File: src/rtl/bsram_pkg.sv
`timescale 1ns/1ps
package bsram_pkg;
  typedef enum logic {
    ORD_LINEAR = 1'b0,
    ORD_XOR    = 1'b1
  } order_e;

  function automatic logic [1:0] beat_low(input logic [1:0] start,
                                          input logic [1:0] beat,
                                          input order_e ord);
    return (ord == ORD_XOR) ? (start ^ beat) : (start + beat);
  endfunction
endpackage

File: src/rtl/burst_seq.sv
`timescale 1ns/1ps
module burst_seq
  import bsram_pkg::*;
#(
  parameter int ADDR_W = 6
) (
  input  logic              clk,
  input  logic              rst_n,
  input  logic              load_i,
  input  logic [ADDR_W-1:0] load_addr_i,
  input  order_e            load_order_i,
  input  logic              step_i,
  output logic [ADDR_W-1:0] cur_addr_o,
  output logic [ADDR_W-1:0] nxt_addr_o
);
  logic [ADDR_W-1:0] base_q, base_d;
  logic [1:0]        beat_q, beat_d;
  order_e            ord_q, ord_d;

  always_comb begin
    base_d = base_q;
    beat_d = beat_q;
    ord_d  = ord_q;
    if (load_i) begin
      base_d = load_addr_i;
      beat_d = 2'd0;
      ord_d  = load_order_i;
    end else if (step_i) begin
      beat_d = beat_q + 2'd1;
    end
  end

  always_ff @(posedge clk or negedge rst_n) begin
    if (!rst_n) begin
      base_q <= '0;
      beat_q <= 2'd0;
      ord_q  <= ORD_LINEAR;
    end else begin
      base_q <= base_d;
      beat_q <= beat_d;
      ord_q  <= ord_d;
    end
  end

  assign cur_addr_o = {base_q[ADDR_W-1:2], beat_low(base_q[1:0], beat_q, ord_q)};
  assign nxt_addr_o = {base_d[ADDR_W-1:2], beat_low(base_d[1:0], beat_d, ord_d)};

  // a start edge presents the start address itself
  p_load_start_r2: assert property (@(posedge clk) disable iff (!rst_n)
    load_i |=> cur_addr_o == $past(load_addr_i));

  // linear advance wraps the low bits, upper bits fixed
  p_linear_wrap_r4: assert property (@(posedge clk) disable iff (!rst_n)
    (!load_i && step_i && ord_q == ORD_LINEAR) |=>
      (cur_addr_o[1:0] == $past(cur_addr_o[1:0]) + 2'd1) &&
      (cur_addr_o[ADDR_W-1:2] == $past(cur_addr_o[ADDR_W-1:2])));

  // XOR advance keeps the upper bits and moves to a new word
  p_xor_step_r5: assert property (@(posedge clk) disable iff (!rst_n)
    (!load_i && step_i && ord_q == ORD_XOR) |=>
      (cur_addr_o[1:0] != $past(cur_addr_o[1:0])) &&
      $stable(cur_addr_o[ADDR_W-1:2]));

  // without load or advance the address holds
  p_hold_r6: assert property (@(posedge clk) disable iff (!rst_n)
    (!load_i && !step_i) |=> $stable(cur_addr_o));
endmodule

File: src/rtl/lane_sel.sv
`timescale 1ns/1ps
module lane_sel #(
  parameter int LANES = 4
) (
  input  logic             clk,
  input  logic             rst_n,
  input  logic             allow_i,
  input  logic             all_wr_n,
  input  logic             byte_wr_n,
  input  logic [LANES-1:0] lane_wr_n,
  output logic [LANES-1:0] mask_o
);
  for (genvar i = 0; i < LANES; i++) begin : g_lane
    assign mask_o[i] = allow_i & (~all_wr_n | (~byte_wr_n & ~lane_wr_n[i]));
  end

  // some lane is written only when one of the two enables is asserted
  p_mask_src_r8: assert property (@(posedge clk) disable iff (!rst_n)
    (|mask_o) |-> (!all_wr_n || !byte_wr_n));

  // the global enable reaches every lane of an allowed cycle
  p_global_all_r7: assert property (@(posedge clk) disable iff (!rst_n)
    (allow_i && !all_wr_n) |-> (&mask_o));
endmodule

File: src/rtl/sram_array.sv
`timescale 1ns/1ps
module sram_array #(
  parameter int ADDR_W = 6,
  parameter int LANES  = 4,
  parameter int LANE_W = 9
) (
  input  logic                    clk,
  input  logic [LANES-1:0]        we_mask,
  input  logic [ADDR_W-1:0]       waddr,
  input  logic [LANES*LANE_W-1:0] wdata,
  input  logic [ADDR_W-1:0]       raddr,
  output logic [LANES*LANE_W-1:0] rdata
);
  localparam int DEPTH = 1 << ADDR_W;

  for (genvar i = 0; i < LANES; i++) begin : g_bank
    logic [LANE_W-1:0] mem [DEPTH];
    always_ff @(posedge clk) begin
      if (we_mask[i]) mem[waddr] <= wdata[i*LANE_W +: LANE_W];
    end
    assign rdata[i*LANE_W +: LANE_W] = mem[raddr];
  end
endmodule

File: src/rtl/burst_sram.sv
`timescale 1ns/1ps
module burst_sram
  import bsram_pkg::*;
#(
  parameter int ADDR_W = 6,
  parameter int LANES  = 4,
  parameter int LANE_W = 9
) (
  input  logic                    clk,
  input  logic                    rst_n,
  input  logic [ADDR_W-1:0]       addr_i,
  input  logic                    cpu_strobe_n,
  input  logic                    ctl_strobe_n,
  input  logic                    step_n,
  input  logic                    interleave_sel,
  input  logic                    en_n,
  input  logic                    sel_hi,
  input  logic                    sel_lo_n,
  input  logic                    all_wr_n,
  input  logic                    byte_wr_n,
  input  logic [LANES-1:0]        lane_wr_n,
  input  logic                    out_en_n,
  input  logic                    sleep,
  input  logic [LANES*LANE_W-1:0] wdata,
  output logic [LANES*LANE_W-1:0] rdata,
  output logic                    rdata_drive
);
  localparam int DATA_W = LANES * LANE_W;

  logic              cpu_start, load, sel_now, next_active, advance, write_go;
  logic              active_q, wr_q;
  logic [LANES-1:0]  mask;
  logic [ADDR_W-1:0] cur_addr, nxt_addr;
  logic [DATA_W-1:0] raw;
  order_e            order_in;

  assign cpu_start   = ~sleep & ~cpu_strobe_n & ~en_n;
  assign load        = cpu_start | (~sleep & ~ctl_strobe_n);
  assign sel_now     = ~en_n & sel_hi & ~sel_lo_n;
  assign next_active = load ? sel_now : active_q;
  assign advance     = ~sleep & active_q & ~step_n;
  assign order_in    = interleave_sel ? ORD_XOR : ORD_LINEAR;

  burst_seq #(.ADDR_W(ADDR_W)) u_seq (
    .clk          (clk),
    .rst_n        (rst_n),
    .load_i       (load),
    .load_addr_i  (addr_i),
    .load_order_i (order_in),
    .step_i       (advance),
    .cur_addr_o   (cur_addr),
    .nxt_addr_o   (nxt_addr)
  );

  lane_sel #(.LANES(LANES)) u_lanes (
    .clk       (clk),
    .rst_n     (rst_n),
    .allow_i   (~sleep & ~cpu_start & next_active),
    .all_wr_n  (all_wr_n),
    .byte_wr_n (byte_wr_n),
    .lane_wr_n (lane_wr_n),
    .mask_o    (mask)
  );

  assign write_go = |mask;

  sram_array #(.ADDR_W(ADDR_W), .LANES(LANES), .LANE_W(LANE_W)) u_mem (
    .clk     (clk),
    .we_mask (mask),
    .waddr   (nxt_addr),
    .wdata   (wdata),
    .raddr   (cur_addr),
    .rdata   (raw)
  );

  always_ff @(posedge clk or negedge rst_n) begin
    if (!rst_n) begin
      active_q <= 1'b0;
      wr_q     <= 1'b0;
    end else if (!sleep) begin
      active_q <= next_active;
      wr_q     <= write_go;
    end
  end

  assign rdata_drive = active_q & ~wr_q & ~out_en_n & ~sleep;
  assign rdata       = rdata_drive ? raw : '0;

  // a deselecting strobe cycle silences the bus from the next cycle
  p_deselect_r10: assert property (@(posedge clk) disable iff (!rst_n)
    (load && !sel_now) |=> !rdata_drive);

  // output enable high never drives
  p_oe_off_r11: assert property (@(posedge clk) disable iff (!rst_n)
    out_en_n |-> !rdata_drive);

  // the cycle after a write edge does not drive
  p_write_quiet_r11: assert property (@(posedge clk) disable iff (!rst_n)
    write_go |=> !rdata_drive);

  // sleep freezes the selection state and the address
  p_sleep_freeze_r12: assert property (@(posedge clk) disable iff (!rst_n)
    sleep |=> $stable(active_q) && $stable(cur_addr));

  // a processor start never writes
  p_cpu_read_r9: assert property (@(posedge clk) disable iff (!rst_n)
    cpu_start |-> !write_go);
endmodule

File: config.mk
export PLATFORM = sky130hd
export DESIGN_NAME = burst_sram
export DESIGN_NICKNAME = d
export VERILOG_FILES = /design/src/rtl/bsram_pkg.sv /design/src/rtl/burst_seq.sv /design/src/rtl/lane_sel.sv /design/src/rtl/sram_array.sv /design/src/rtl/burst_sram.sv
export SDC_FILE = /design/constraint.sdc
export NUM_CORES = 2
export LEC_CHECK = 0
export CAP_MARGIN = 25
export CORE_ASPECT_RATIO = 1.2
export CORE_MARGIN = 3
export CORE_UTILIZATION = 30
export DETAILED_ROUTE_END_ITERATION = 10
export PLACE_DENSITY_LB_ADDON = 0.15
export SLEW_MARGIN = 25
export SYNTH_ARGS = -nofsm -noshare
export SYNTH_HDL_FRONTEND = slang
export SYNTH_HIERARCHICAL = 1
export SYNTH_SLANG_ARGS = --single-unit
File: constraint.sdc
create_clock -name clk -period 4.75 [get_ports clk]
set_input_delay 0.7125 -clock clk [delete_from_list [all_inputs] [get_ports clk]]
set_output_delay 0.7125 -clock clk [all_outputs]
set_load 0.005 [all_outputs]
==> metrics.cfg <==
[drt]
wl_per_cell_um = 32.7
drc = 0
routed_wl_um = 301000
drt_iter0_markers = 4320
ant_nets = 0
drt-pass1-iter-count = 7
via_per_inst = 5.03
vias = 46400

[sta]
period_needed_ns = 4.89
slew_headroom_pct = 34.0
final-hold-violation-count = 0
finalClockSkew_ns = 0.0301
drv_slew = 0
worstMarginPinSlew_ns = 0.990
tns_ns = -1.48
max_freq_mhz = 204
grt_setup_unrepaired = yes
setup_viol = 20
setup_ws_ns = -0.143
fin_crit_sh_pct = 103

[min_path]
hp-class = in2async

[critical_path]
crit_fanout = 7
crit_slowest_cell = clkdlybuf4s50_1
critPathArrivalTime_ns = 4.18
ff2ff_path_depth = 13
path_class = reg2out
cp_cell_sequence = ha_4 -> nor2b_4 -> xnor2_4 -> buf_12 -> buf_16 -> clkbuf_16 -> nand3b_1 -> buf_4 -> o221ai_1 -> a21oi_1 -> a21oi_2 -> nor2_2 -> and2_1 -> clkdlybuf4s50_1
cp.required_ns = 4.04
rr_startpoint = active_q
r2r-end = u_mem/g_bank[0].mem[8][0]
start_kind = flop
crit_path_end_kind = output pin
r2r_slack_ns = 0.74
cp_slowest_stage_delay_ns = 0.51

[place]
gp_congestion = 0.837
io_buffers = 95
dpl.hpwl_um = 193000
dp.cells = 8594

[global_routing]
grt_max_degree = 66
antenna_found_initial = 32
grt_pass1_wl_um = 407000
grt_pass1_vias = 47300
grt-ovfl-total = 0
grt_usage_pct = 19.1

[clock_network]
cts_inserted_buffers = 232
cts.clk_slew.worst_paths_ns = 0.06
htreeDepth = 4
insertion_delay_ns = 0.89
root_buffer = clkbuf_16
cts_tree = done
clock-sinks = 2315
clockBufferDepth = 4

[finish]
final_nets = 5105
final_cells = 9214
drive_above_1_share_pct = 40.4
areaGrowthSynthToFinish_pct = 26.8
final_util_pct = 38.4
fillers = 27000

[logic_synthesis]
syn_area_per_cell_um2 = 21.8
ys_seq_area_share_pct = 77.0
yosysWarnings = 6
netlist_top_cells_count = edfxtp_1 (2304), mux4_2 (566), and2_1 (294)
synth_flop_cell = edfxtp_1
synth.most_common_cell = edfxtp_1
syn-cell-area_um2 = 90200
syn_nets = 4191
synth_enable_flop_cells = 2304
synth-seq-cells = 2315
syn_inst = 4130
synth_cell_types = 54
yosys.area.top_type = edfxtp_1
synth.area.top_cells = edfxtp_1 (77%), mux4_2 (14%), and2_1 (2.0%)
synthArstFlopShare_pct = 0.475
synth_top_area_share_pct = 76.7

[floorplan]
die_y_um = 607
die_x_um = 507
die_area_um2 = 307000
start_util_pct = 30.3
core_area_um2 = 298000
io_pins = 96
rows = 219

[status]
outcome = complete, but fails checks
violations = negative setup slack

[pwr]
cellLeakagePower_nw = 36.9
worst_ir_drop_vdd_mv = 0.272
power.density_nw_per_um2 = 435

[run]
cap_violations = 0

==> worst max-delay path, delay by kind of cell, from the launching register on <==
kind	cells	cell delay [ns]
xor gates and xnor gates	1	0.13
buffers and inverters	5	1.22
adders and majority gates	1	0.17
DFF	1	0.42
and+or+nand+nor	4	0.69
AOI/OAI and AO/OA	3	0.62
==> cell families after synthesis <==
family / Yosys count / share of synthesized area [%]
compound gates: 348 / 2.74
xor+xnor: 4 / 0.0555
fa+ha+maj: 2 / 0.0277
buf+inv: 266 / 1.63
flops: 2315 / 77.0
mux: 663 / 15.3
simple gates: 532 / 3.26
==> routing by layer <==
layer	vias up	share of wire [%]	GRT usage [%]
li1	19200	-	-
met1	25400	41	24.9
met2	1358	51	32.8
met3	376	5.3	2.91
met4	8	3.3	5.97
met5	-	0.015	0
==> state kept, by name (all words and copies together) (netlist names) <==
name,count
wr_q,1
u_seq/ord_q,1
u_seq/beat_q,2
active_q,1
u_seq/base_q,6
u_mem/g_bank.mem,2304
==> area by class of cell <==
cell class	count	area (µm²)	share of cell area (%)
Antenna cell	23	57.6	0.0503
Clock buffer	274	6030	5.27
Clock inverter	129	1290	1.12
Inverter	5	18.8	0.0164
Multi-Input combinational cell	1549	21100	18.5
Sequential cell	2315	69500	60.7
Tap cell	3978	4980	4.35
Timing Repair Buffer	941	11400	9.95
==> worst max path at each step <==
stage                          from  cells past startpoint                    endpoint
floorplan              cpu_strobe_n                     13  u_mem/g_bank[0].mem[49][0]
global placement    u_seq/beat_q[0]                     13                   rdata[33]
detailed placement  u_seq/beat_q[0]                     13                   rdata[33]
CTS                 u_seq/base_q[0]                     15                    rdata[3]
global route        u_seq/beat_q[0]                     18                    rdata[0]
finish              u_seq/beat_q[0]                     14                   rdata[21]
==> layout by cell type (no fill, tap or decap), drive strengths merged, types with 7 or more instances in the layout <==
cell type	Yosys	final
nor3	16	16
inv	4	8
nand2b	10	10
clkdlybuf4s50	0	27
bufinv	0	26
nor2	129	129
mux2	33	33
a22oi	57	57
o21ai	12	12
mux4	566	566
diode	0	23
nand3b	11	11
o22ai	89	89
dfrtp	11	11
nand2	37	37
a221oi	48	48
a21oi	62	62
or3b	7	7
edfxtp	2304	2304
o221ai	31	31
clkbuf	109	298
buf	152	880
clkinv	1	98
mux2i	64	64
a22o	32	32
and2	294	294
==> through the flow <==
step           cell area, µm²  total power [mW]  setup slack, ns  hold slack [ns]
2_1_floorplan           90200              26.7             1.25            0.417
3_3_place_gp           102000              30.2           -0.429            0.520
3_5_place_dp           102000              30.2           -0.405            0.526
4_1_cts                113000              49.7           -0.350            0.233
5_1_grt                114000              51.3           -0.282            0.270
6_report               114000              49.7           -0.143            0.277
==> report_power, final <==
part | internal (mW) | switching (mW)
Clock | 10.4 | 7.79
Combinational | 4.07 | 4.96
Sequential | 22.5 | 0.0543
==> what timing repair did <==
action | in CTS | in global routing
pin swaps | 76 | 81
gates resized for setup | 443 | 146
gates cloned | 17 | 14
setup buffers | 81 | 97
setup endpoints to repair | 36 | 35
hold buffers | 0 | 0
Power figures use the tool's default switching activity.
